==> src/rtl/bcd_pkg.sv <==
package bcd_pkg;

  typedef enum logic [2:0] {
    OP_DESEL    = 3'd0,
    OP_RD_BEGIN = 3'd1,
    OP_WR_BEGIN = 3'd2,
    OP_RD_CONT  = 3'd3,
    OP_WR_CONT  = 3'd4,
    OP_RD_HOLD  = 3'd5,
    OP_WR_HOLD  = 3'd6,
    OP_SNOOZE   = 3'd7
  } op_e;

  typedef enum logic [1:0] {
    SEL_EXT  = 2'd0,
    SEL_NEXT = 2'd1,
    SEL_HOLD = 2'd2,
    SEL_NONE = 2'd3
  } addr_sel_e;

  typedef enum logic [1:0] {
    ST_AWAKE    = 2'd0,
    ST_ENTERING = 2'd1,
    ST_ASLEEP   = 2'd2,
    ST_EXITING  = 2'd3
  } sleep_st_e;

  // Strobes from the sleep control to the decode datapath
  typedef struct packed {
    logic gate;   // cycle is not a normal access: decode as snooze
    logic enter;  // sleep entry starts at this edge
  } sleep_strobe_t;

  function automatic logic isReadOp(op_e op);
    return (op == OP_RD_BEGIN) || (op == OP_RD_CONT) || (op == OP_RD_HOLD);
  endfunction

  function automatic logic isWriteOp(op_e op);
    return (op == OP_WR_BEGIN) || (op == OP_WR_CONT) || (op == OP_WR_HOLD);
  endfunction

endpackage

==> src/rtl/bcd_sleep_ctrl.sv <==
module bcd_sleep_ctrl
  import bcd_pkg::*;
#(
  parameter int SYNC_STAGES  = 2,
  parameter int ENTRY_CYCLES = 2,
  parameter int EXIT_CYCLES  = 2
) (
  input  logic          clk,
  input  logic          rstN,
  input  logic          sleepReq,
  input  logic          adspN,
  input  logic          adscN,
  output sleep_strobe_t strobe,
  output sleep_st_e     state,
  output logic          violation
);

  localparam int MAX_WIN = (ENTRY_CYCLES > EXIT_CYCLES) ? ENTRY_CYCLES : EXIT_CYCLES;
  localparam int CNT_W   = (MAX_WIN > 1) ? $clog2(MAX_WIN) : 1;
  localparam logic [CNT_W-1:0] ENTRY_LAST = CNT_W'(ENTRY_CYCLES - 1);
  localparam logic [CNT_W-1:0] EXIT_LAST  = CNT_W'(EXIT_CYCLES - 1);

  logic [SYNC_STAGES-1:0] syncChain;
  logic                   sleepSync;
  logic [CNT_W-1:0]       winCnt;
  sleep_st_e              stateNext;
  logic [CNT_W-1:0]       winCntNext;

  generate
    if (SYNC_STAGES == 1) begin : g_sync1
      always_ff @(posedge clk or negedge rstN) begin
        if (!rstN) syncChain <= '0;
        else       syncChain <= sleepReq;
      end
    end else begin : g_syncN
      always_ff @(posedge clk or negedge rstN) begin
        if (!rstN) syncChain <= '0;
        else       syncChain <= {syncChain[SYNC_STAGES-2:0], sleepReq};
      end
    end
  endgenerate

  assign sleepSync = syncChain[SYNC_STAGES-1];

  always_comb begin
    stateNext  = state;
    winCntNext = winCnt;
    unique case (state)
      ST_AWAKE: begin
        if (sleepSync) begin
          stateNext  = ST_ENTERING;
          winCntNext = '0;
        end
      end
      ST_ENTERING: begin
        if (winCnt == ENTRY_LAST) stateNext = ST_ASLEEP;
        else                      winCntNext = winCnt + 1'b1;
      end
      ST_ASLEEP: begin
        if (!sleepSync) begin
          stateNext  = ST_EXITING;
          winCntNext = '0;
        end
      end
      ST_EXITING: begin
        if (winCnt == EXIT_LAST) stateNext = ST_AWAKE;
        else                     winCntNext = winCnt + 1'b1;
      end
      default: stateNext = ST_AWAKE;
    endcase
  end

  always_ff @(posedge clk or negedge rstN) begin
    if (!rstN) begin
      state     <= ST_AWAKE;
      winCnt    <= '0;
      violation <= 1'b0;
    end else begin
      state     <= stateNext;
      winCnt    <= winCntNext;
      violation <= (state == ST_EXITING) && (!adspN || !adscN);
    end
  end

  assign strobe.enter = (state == ST_AWAKE) && sleepSync;
  assign strobe.gate  = (state != ST_AWAKE) || strobe.enter;

endmodule

==> src/rtl/bcd_cycle_path.sv <==
module bcd_cycle_path
  import bcd_pkg::*;
(
  input  logic          clk,
  input  logic          rstN,
  input  sleep_strobe_t strobe,
  input  logic          ce1N,
  input  logic          ce2,
  input  logic          ce3N,
  input  logic          adspN,
  input  logic          adscN,
  input  logic          advN,
  input  logic          writeN,
  input  logic          oeN,
  output op_e           opReg,
  output addr_sel_e     selReg,
  output logic          driveReg,
  output logic          captureReg,
  output logic          abortReg
);

  logic      selected;
  logic      procStrobe;
  logic      burstOpen;
  logic      burstWrite;
  op_e       opNext;
  addr_sel_e selNext;
  logic      openNext;
  logic      writeNext;

  assign selected   = !ce1N && ce2 && !ce3N;
  // processor strobe only counts when the first enable is asserted
  assign procStrobe = !adspN && !ce1N;

  always_comb begin
    opNext    = OP_DESEL;
    selNext   = SEL_NONE;
    openNext  = burstOpen;
    writeNext = burstWrite;
    if (strobe.gate) begin
      opNext = OP_SNOOZE;
      if (strobe.enter) openNext = 1'b0;
    end else if (procStrobe) begin
      if (selected) begin
        opNext    = OP_RD_BEGIN;
        selNext   = SEL_EXT;
        openNext  = 1'b1;
        writeNext = 1'b0;
      end else begin
        openNext = 1'b0;
      end
    end else if (!adscN) begin
      if (selected) begin
        opNext    = writeN ? OP_RD_BEGIN : OP_WR_BEGIN;
        selNext   = SEL_EXT;
        openNext  = 1'b1;
        writeNext = !writeN;
      end else begin
        openNext = 1'b0;
      end
    end else if (burstOpen) begin
      if (!advN) begin
        opNext  = burstWrite ? OP_WR_CONT : OP_RD_CONT;
        selNext = SEL_NEXT;
      end else begin
        opNext  = burstWrite ? OP_WR_HOLD : OP_RD_HOLD;
        selNext = SEL_HOLD;
      end
    end
  end

  always_ff @(posedge clk or negedge rstN) begin
    if (!rstN) begin
      opReg      <= OP_DESEL;
      selReg     <= SEL_NONE;
      driveReg   <= 1'b0;
      captureReg <= 1'b0;
      abortReg   <= 1'b0;
      burstOpen  <= 1'b0;
      burstWrite <= 1'b0;
    end else begin
      opReg      <= opNext;
      selReg     <= selNext;
      driveReg   <= isReadOp(opNext) && !oeN;
      captureReg <= isWriteOp(opNext);
      abortReg   <= strobe.enter && burstOpen;
      burstOpen  <= openNext;
      burstWrite <= writeNext;
    end
  end

endmodule

==> src/rtl/burst_cycle_decoder.sv <==
module burst_cycle_decoder
  import bcd_pkg::*;
#(
  parameter int SYNC_STAGES  = 2,
  parameter int ENTRY_CYCLES = 2,
  parameter int EXIT_CYCLES  = 2
) (
  input  logic       clk,
  input  logic       rstN,
  input  logic       ce1N,
  input  logic       ce2,
  input  logic       ce3N,
  input  logic       adspN,
  input  logic       adscN,
  input  logic       advN,
  input  logic       writeN,
  input  logic       oeN,
  input  logic       sleepReq,
  output logic [2:0] opType,
  output logic [1:0] addrSel,
  output logic       dataDrive,
  output logic       dataCapture,
  output logic       burstAbort,
  output logic       protocolViolation,
  output logic [1:0] sleepState
);

  sleep_strobe_t sleepStrobe;
  sleep_st_e     stateW;
  op_e           opW;
  addr_sel_e     selW;

  bcd_sleep_ctrl #(
    .SYNC_STAGES (SYNC_STAGES),
    .ENTRY_CYCLES(ENTRY_CYCLES),
    .EXIT_CYCLES (EXIT_CYCLES)
  ) u_ctrl (
    .clk      (clk),
    .rstN     (rstN),
    .sleepReq (sleepReq),
    .adspN    (adspN),
    .adscN    (adscN),
    .strobe   (sleepStrobe),
    .state    (stateW),
    .violation(protocolViolation)
  );

  bcd_cycle_path u_path (
    .clk       (clk),
    .rstN      (rstN),
    .strobe    (sleepStrobe),
    .ce1N      (ce1N),
    .ce2       (ce2),
    .ce3N      (ce3N),
    .adspN     (adspN),
    .adscN     (adscN),
    .advN      (advN),
    .writeN    (writeN),
    .oeN       (oeN),
    .opReg     (opW),
    .selReg    (selW),
    .driveReg  (dataDrive),
    .captureReg(dataCapture),
    .abortReg  (burstAbort)
  );

  assign opType     = opW;
  assign addrSel    = selW;
  assign sleepState = stateW;

endmodule

==> config.mk <==
export PLATFORM = sky130hd
export DESIGN_NAME = burst_cycle_decoder
export DESIGN_NICKNAME = d
export VERILOG_FILES = /design/src/rtl/bcd_pkg.sv /design/src/rtl/bcd_sleep_ctrl.sv /design/src/rtl/bcd_cycle_path.sv /design/src/rtl/burst_cycle_decoder.sv
export SDC_FILE = /design/constraint.sdc
export NUM_CORES = 1
export LEC_CHECK = 0
export ABC_AREA = 1
export CORE_MARGIN = 2
export CORE_UTILIZATION = 41
export DETAILED_ROUTE_END_ITERATION = 8
export PLACE_DENSITY = 0.74
export SLEW_MARGIN = 15
export SYNTH_ARGS = -nofsm -noshare
export SYNTH_HDL_FRONTEND = slang
export SYNTH_SLANG_ARGS = --single-unit
==> constraint.sdc <==
create_clock -name clk -period 3.7 [get_ports clk]
set_clock_uncertainty 0.1 [all_clocks]
set_input_delay 0.37 -clock clk [delete_from_list [all_inputs] [get_ports clk]]
set_output_delay 0.37 -clock clk [all_outputs]
set_load 0.005 [all_outputs]
* Word level (Yosys, flattened, before mapping) *
Cells that the tools add are included.

word-level totals
  bits in registers = 16
  input port bits = 11
  output and inout port bits = 11

operators by class
  reduce and logical (&&, ||, !) cells = 26
  add/subtract/negate cells = 1
  muxes and demuxes = 34
  bitwise operators = 1
  equality and inequality tests = 16

operators with widths
  kind                                                  number
  2-to-1 mux 2 bit                                      12
  2-to-1 mux 3 bit                                      7
  2-to-1 mux 1 bit                                      13
  != test 2 x 1 -> 1 bit (second input constant)        5
  equality test 3 bit (second input constant)           3
  one-hot mux 2 bit (4 select lines)                    1
  logical AND 1 bit                                     7
  equality test 3 x 2 -> 1 bit (second input constant)  2
  logical NOT 1 bit                                     6
  logical OR 1 bit                                      6
  equality test 2 bit (second input constant)           2
  AND reduction 2 bit                                   2
  AND reduction 4 bit                                   1
  equality test 3 x 1 -> 1 bit (second input constant)  1
  != test 3 x 1 -> 1 bit (second input constant)        1
  one-hot mux 1 bit (3 select lines)                    1
  AND reduction 3 bit                                   1
  equality test 2 x 1 -> 1 bit (second input constant)  1
  logical NOT 2 bit                                     1
  != test 2 bit (second input constant)                 1
  nonzero test 2 bit                                    1
  OR reduction 2 bit                                    1
  adder 1 bit (second input constant)                   1
  inverter 1 bit                                        1

* Longest topological paths before layout *
Gate-level depths: netlist (run 1).

  word-level depth = 11
  gate-level depth with buffers = 9
  gate-level depth less buffers = 9

* Modules after synthesis *
A second synthesis (run 1) with hierarchy kept.

second synthesis, totals
  cells, all modules = 97
  area total of the unflattened synthesis = 814.5 sq um

by module, submodules not included
  module          sequential area each (sq um)  area an instance (sq um)  cells an instance  instances
  bcd_cycle_path  252.7                         491.7                     62                 1
  bcd_sleep_ctrl  150.1                         322.8                     35                 1

* Least setup slack after synthesis (run 1) *
No wires, ideal clock.

  path kind = register to register
  start = register u_ctrl.state[1]
  end = register u_ctrl.state[1]
  arrival time = 1.184 ns
  slack = 2.292 ns
  library setup time = 0.124 ns
  required time = 3.476 ns
  stages on the path, launching flop included = 8
  period minus slack after synthesis = 1.408 ns
  path through = dfrtp_1 > inv_1 > ha_1 > or2_2 > nand2_1 > nand2_2 > nor2_1 > a21oi_1

on the way
  word-level cells in the longest chain between the ends = 3

ends and longest elaborated chain
  what                                                               line                  text
  start, declared                                                    bcd_sleep_ctrl.sv:14  output sleep_st_e state,
  start signal, assigned                                             bcd_sleep_ctrl.sv:79  state <= stateNext;
  equality test 2 bit, or another cell as far along                  bcd_sleep_ctrl.sv:48  unique case (state)
  != test 2 x 1 -> 1 bit (no line) or != test 2 bit (tied branches)  --
  AND reduction 4 bit (no line)                                      --

Several ways; a longest one is shown, not always the timed one.
A chain may end at the register's enable or synchronous reset.

* Worst setup path in the final report (run 1) *
  start = register u_path.selReg[1]
  end = output addrSel[1]

RTL lines
  what                    line                       text
  start, declared         bcd_cycle_path.sv:16       output addr_sel_e selReg,
  start signal, assigned  bcd_cycle_path.sv:83       selReg <= selNext;
  end, declared           burst_cycle_decoder.sv:20  output logic [1:0] addrSel,

No word-level cell between the ends.

==> results of run 1 <==
-- stage by stage --
step | total power [mW] | util (%) | instances | area (µm²) | hold WS, ns
6_report | 0.5870 | 60.14 | 136 | 1061 | 0.2567
3_5_place_dp | 0.5011 | 58.65 | 132 | 1035 | 0.2402
5_1_grt | 0.6379 | 60.14 | 136 | 1061 | 0.2654
2_1_floorplan | 0.3938 | - | 86 | 793.3 | -0.02559
3_3_place_gp | 0.4894 | 58.65 | 132 | 1035 | 0.2445
4_1_cts | 0.5993 | 60.14 | 136 | 1061 | 0.2616
-- routing by layer --
layer	wire, µm	part of all wire [%]	up-vias	global-route usage, %
met5	0	0	-	0
met4	35	2.6	0	8.108
met3	89	6.6	4	5.660
met2	665	49	26	23.20
met1	563	42	271	15.62
li1	-	-	315	-
-- registers in the layout (all words and copies together), names as in the netlist --
register           flops
u_ctrl.state           2
u_ctrl.syncChain       2
u_ctrl.violation       1
u_ctrl.winCnt          1
u_path.abortReg        1
u_path.burstOpen       1
u_path.burstWrite      1
u_path.captureReg      1
u_path.driveReg        1
u_path.opReg           3
u_path.selReg          2
-- power by group --
part	internal [mW]	switching, mW	total [mW]
Combinational	0.126	0.130	0.256
Sequential	0.217	0.0215	0.239
Clock	0.0418	0.0507	0.0925
Total	0.385	0.202	0.587
-- cells in the final DEF (no fill, tap or decap) --
cell / n
dfrtp_1: 14
inv_1: 14
o21ai_1: 5
o21ai_0: 1
nor2_4: 2
nor2_2: 2
inv_2: 4
o21bai_2: 1
nor2_1: 8
a21oi_1: 1
clkbuf_1: 1
a21boi_0: 1
nand2_1: 12
nand3_1: 6
or2_2: 1
o211ai_1: 1
clkbuf_4: 3
clkdlybuf4s50_1: 21
nand3_2: 1
ha_1: 6
nand2_2: 2
a21oi_2: 2
dfstp_2: 2
-- worst max path at each step --
stage / startpoint / end / slack (ns) / cells past startpoint
after floorplan: u_ctrl.state[1]$_DFFE_PN0P_ / u_ctrl.state[1]$_DFFE_PN0P_ / 2.29 / 7
after global placement: advN / u_path.driveReg$_DFF_PN0_ / 1.84 / 7
after detailed placement: advN / u_path.driveReg$_DFF_PN0_ / 1.79 / 7
after CTS: u_path.selReg[1]$_DFF_PN1_ / addrSel[1] / 1.90 / 1
after global routing: u_path.selReg[1]$_DFF_PN1_ / addrSel[1] / 1.89 / 1
final: u_path.selReg[1]$_DFF_PN1_ / addrSel[1] / 1.93 / 1
-- synthesized netlist by cell type, drive strengths merged --
cell type and number:
dfstp 2, o211ai 1, nand3 7, o21ai 6, nor2 12, a21oi 3
dfrtp 14, nand2 14, or2 1, a21boi 1, ha 6, o21bai 1
inv 18
-- layout make-up --
class	instances	area share [%]
flip-flops and latches	16	37.97
multi-input cells	52	30.42
repair buffers	21	19.81
inverters	18	6.368
well taps	25	2.948
clock buffers	4	2.476
-- kinds of logic (layout without fill, tap and decap cells) --
logic type | after synthesis | in the layout
DFF | 16 | 16
adders and majority gates | 6 | 6
buffers and inverters | 18 | 43
and+or+nand+nor | 34 | 34
AOI/OAI and AO/OA | 12 | 12
==> results.json, run 1 <==
{
  "multi_input_area_um2": 322.8,
  "post_cts_buffers": 0,
  "synthMuxAreaShare_pct": 0,
  "rr_startpoint": "u_ctrl.state[0]$_DFFE_PN0P_",
  "clock_latency_ns": 0.28,
  "vias": 616,
  "ff2ff_setup_slack_ns": 2.15,
  "n_antenna_cell": 0,
  "cts-root-buf": "clkbuf_4",
  "slew_headroom_pct": 52.74,
  "synth_adder_area_share_pct": 9.464,
  "crit_path_end_kind": "output pin",
  "netlist_instances": 86,
  "die_h_um": 47.99,
  "yosys_warnings": 0,
  "ys_top_cells_by_area": "dfrtp_1 44%, ha_1 9.5%, dfstp_2 6.6%",
  "synth-simple-area-share_pct": 21.29,
  "cp_slowest_cell": "dfstp_2",
  "cp_data_required_time_ns": 3.23,
  "grt_max_degree": 17,
  "grt_pass1_wl_mm": 2.166,
  "dr.pass1.iters": 4,
  "status": "finished, final reports clean",
  "cap_violations": 0,
  "drtIter0Drc": 18,
  "path_clk_slew_ns": 0.09,
  "grt_pass1_vias": 537,
  "ys_seq_elements": 16,
  "viasPerCell": 4.529,
  "fillers": 163,
  "synth_compound_area_share_pct": 9.937,
  "post_cts_resized": 0,
  "die_area_um2": 2303,
  "die_width_um": 47.99,
  "reg2regPathDepth": 9,
  "synth_xor_xnor_area_share_pct": 0,
  "reg2reg_to": "u_path.selReg[1]$_DFF_PN1_",
  "p_per_area_nw_per_um2": 553.2,
  "numCtsBuffers": 3,
  "start_kind": "register",
  "cp_max_fo": 1,
  "wl_mm": 1.354,
  "critPathTopFamily": "flip-flops",
  "worstHoldPathType": "register to register",
  "min_period_over_period_pct": 47.77,
  "setup.worst_path.class": "register to output pin",
  "core_um2": 1764,
  "area_growth_pct": 33.75,
  "crit_chain": "clkdlybuf4s50_1",
  "setup_viol": 0,
  "grt-ovfl-total": 0,
  "gp_congestion": 0.8361,
  "place_ws_ns": 1.793,
  "report.final.slew_viol_count": 0,
  "ios": 22,
  "ant_nets": 0,
  "regArea_um2": 402.9,
  "holdCritStartpoint": "u_ctrl.syncChain[0]$_DFF_PN0_",
  "portBuffers": 21,
  "min_to": "u_ctrl.syncChain[1]$_DFF_PN0_",
  "rows": 15,
  "final_nets": 129,
  "drc_errors": 0,
  "antenna_found_initial": 0,
  "drive_gt1_share_pct": 18.02,
  "worst_pin_slew_ns": 0.7067,
  "peakVddDrop_mv": 0.3338,
  "cts_hold_buf": 0,
  "synth-seq-area-share_pct": 50.79,
  "hold_violations": 0,
  "setup_tns_ns": 0,
  "max_freq_mhz": 565.8,
  "mappedNetlistArea_um2": 793.3,
  "crit_arrival_ns": 1.30,
  "p_leak_nw": 0.4950,
  "max_stage_delay_ns": 0.53,
  "worstHoldPathCells": 0,
  "rsz0062_at_grt": "false",
  "synth_nets": 103,
  "wl_per_cell_um": 9.956,
  "h-tree-depth": 1,
  "clock_sink_count": 16,
  "synth_top_family_by_area": "simple AND/OR/NAND/NOR gates",
  "cts_max_path_buffers": 2,
  "syn_avg_cell_area_um2": 9.224,
  "path_buf_inv": 1,
  "period_needed_ns": 1.767,
  "initial_core_util_pct": 44.96,
  "synth.distinct_cells": 20,
  "yosysTopAreaCell": "dfrtp_1",
  "post-dp-hpwl_mm": 1.093,
  "grtUsageTotal_pct": 14.22,
  "synth_top_area_share_pct": 44.16,
  "tritoncts": "yes",
  "setup_slack_ns": 1.933
}
Power figures use the tool's default switching activity.
==> run 2, diff against run 1 <==
clock period = 1.8 ns   (was 3.7 ns; I/O delays follow)
==> run 2 against run 1 <==
Cell count increased by 0.74%; power increased by 110%; die area unchanged; sequential share of layout area fell by 0.62 points; worst setup slack got worse by 1.7 ns; largest cell class unchanged; highest routed layer unchanged.
==> results.json, run 2 (same netlist as run 1, synthesis figures left out) <==
{
  "status": "finished, final reports clean",
  "met1_length_um": 556,
  "p_leak_nw": 0.5058,
  "ant_nets": 0,
  "routed-wl-met3_um": 88,
  "critPathTopFamily": "flip-flops",
  "die_width_um": 47.99,
  "instances_no_fill": 137,
  "worst_pin_slew_ns": 0.1964,
  "slew_headroom_pct": 86.88,
  "clkPwrFrac_pct": 18.2,
  "grt_pass1_vias": 495,
  "clock_latency_ns": 0.28,
  "core_um2": 1764,
  "max_freq_mhz": 635.4,
  "p_int_mw": 0.8271,
  "post_cts_resized": 0,
  "die_h_um": 47.99,
  "n_antenna_cell": 0,
  "cap_violations": 0,
  "numCtsBuffers": 3,
  "report.final.slew_viol_count": 0,
  "cp_max_fo": 1,
  "placed_cells": 133,
  "drtIter0Drc": 10,
  "crit_path_end_kind": "output pin",
  "wl_mm": 1.208,
  "hold_violations": 0,
  "drive_gt1_share_pct": 19.64,
  "wl_per_cell_um": 8.818,
  "path_clk_slew_ns": 0.09,
  "post_cts_buffers": 0,
  "grtUsageTotal_pct": 12.90,
  "cp_data_required_time_ns": 1.52,
  "power_frac_comb_pct": 41.8,
  "grt-ovfl-total": 0,
  "worstHoldPathType": "primary input to async pin",
  "route.top_layer_used": "met4",
  "gp_congestion": 0.8394,
  "crit_chain": "clkdlybuf4s50_1",
  "max_stage_delay_ns": 0.53,
  "p_per_area_nw_per_um2": 1141,
  "portBuffers": 21,
  "setup.worst_path.class": "register to output pin",
  "viasPerCell": 4.431,
  "setup_viol": 0,
  "die_area_um2": 2303,
  "grt_max_degree": 17,
  "area_growth_pct": 35.96,
  "grt_pass1_wl_mm": 1.994,
  "tritoncts": "yes",
  "antenna_found_initial": 0,
  "cts_hold_buf": 0,
  "mostFrequentLayoutCell": "clkdlybuf4s50_1",
  "cts-root-buf": "clkbuf_4",
  "dr.pass1.iters": 4,
  "rows": 15,
  "start_kind": "register",
  "final_nets": 130,
  "switchingPower_mw": 0.4037,
  "peakVddDrop_mv": 0.7802,
  "cp_slowest_cell": "dfstp_2",
  "post-dp-hpwl_mm": 1.020,
  "reg2reg_to": "u_path.selReg[1]$_DFF_PN1_",
  "period_needed_ns": 1.574,
  "wl_met2_um": 542,
  "seqPwrFrac_pct": 39.9,
  "final_cell_mix": "21 x clkdlybuf4s50_1, 14 x inv_1, 14 x dfrtp_1, 12 x nand2_1, 8 x nor2_1",
  "ios": 22,
  "rsz0062_at_grt": "false",
  "final_util_pct": 61.13,
  "initial_core_util_pct": 44.96,
  "top_register": "u_path.opReg",
  "startpoint": "u_path.selReg[1]$_DFF_PN1_",
  "clock_sink_count": 16,
  "ff2ff_setup_slack_ns": 0.27,
  "setup_tns_ns": 0,
  "rr_startpoint": "u_ctrl.state[0]$_DFFE_PN0P_",
  "largest_reg_flops": 3,
  "crit_arrival_ns": 1.29,
  "path_buf_inv": 1,
  "vias": 607,
  "h-tree-depth": 1,
  "min_period_over_period_pct": 87.44,
  "cts_max_path_buffers": 2,
  "reg2regPathDepth": 9,
  "drc_errors": 0,
  "switching_share_pct": 32.80
}
==> run 2: changes by cell type in the layout (fill, tap and decap cells not counted) <==
cell	before	now
buf_4	0	1
clkbuf_1	1	0
clkbuf_8	0	1
==> run 2: metrics by stage <==
| stage | hold slack [ns] | setup slack, ns | area, µm² | power (mW) |
|---|---|---|---|---|
| floorplan | -0.2156 | 0.3918 | 793.3 | 0.8095 |
| finish | 0.1047 | 0.2262 | 1079 | 1.231 |
| CTS | 0.1001 | 0.2064 | 1079 | 1.249 |
| detailed placement | 0.2402 | 0.08316 | 1042 | 1.020 |
| global placement | 0.2444 | 0.1264 | 1042 | 1.008 |
| global route | 0.1135 | 0.1218 | 1079 | 1.339 |
==> run 2: routing by layer <==
metal / GRT usage, % / vias up
met3: 5.660 / 4
met4: 6.486 / 0
met5: 0 / -
li1: - / 317
met2: 18.93 / 23
met1: 16.05 / 263
==> run 2: area by class of cell <==
cell class / instances / area (µm²)
multi-input cells: 52 / 322.8
well taps: 25 / 31.28
fillers: 170 / 685.7
repair buffers: 22 / 217.7
flip-flops and latches: 16 / 402.9
clock buffers: 4 / 36.28
inverters: 18 / 67.56
==> run 2: power groups by stage <==
| stage | logic (mW) | registers, mW | clock network, mW |
|---|---|---|---|
| final | 0.515 | 0.492 | 0.225 |
| after global routing | 0.583 | 0.503 | 0.253 |
| after CTS | 0.521 | 0.492 | 0.235 |
| after detailed placement | 0.520 | 0.500 | 0 |
| after global placement | 0.511 | 0.497 | 0 |
| after floorplan | 0.308 | 0.502 | 0 |
==> run 2: worst max-delay path by stage <==
stage	end	slack (ns)	cells past startpoint
floorplan	u_ctrl.state[1]$_DFFE_PN0P_	0.39	7
global placement	u_path.driveReg$_DFF_PN0_	0.13	7
detailed placement	u_path.driveReg$_DFF_PN0_	0.08	7
CTS	addrSel[1]	0.21	1
global route	u_path.selReg[1]$_DFF_PN1_	0.12	9
finish	addrSel[1]	0.23	1
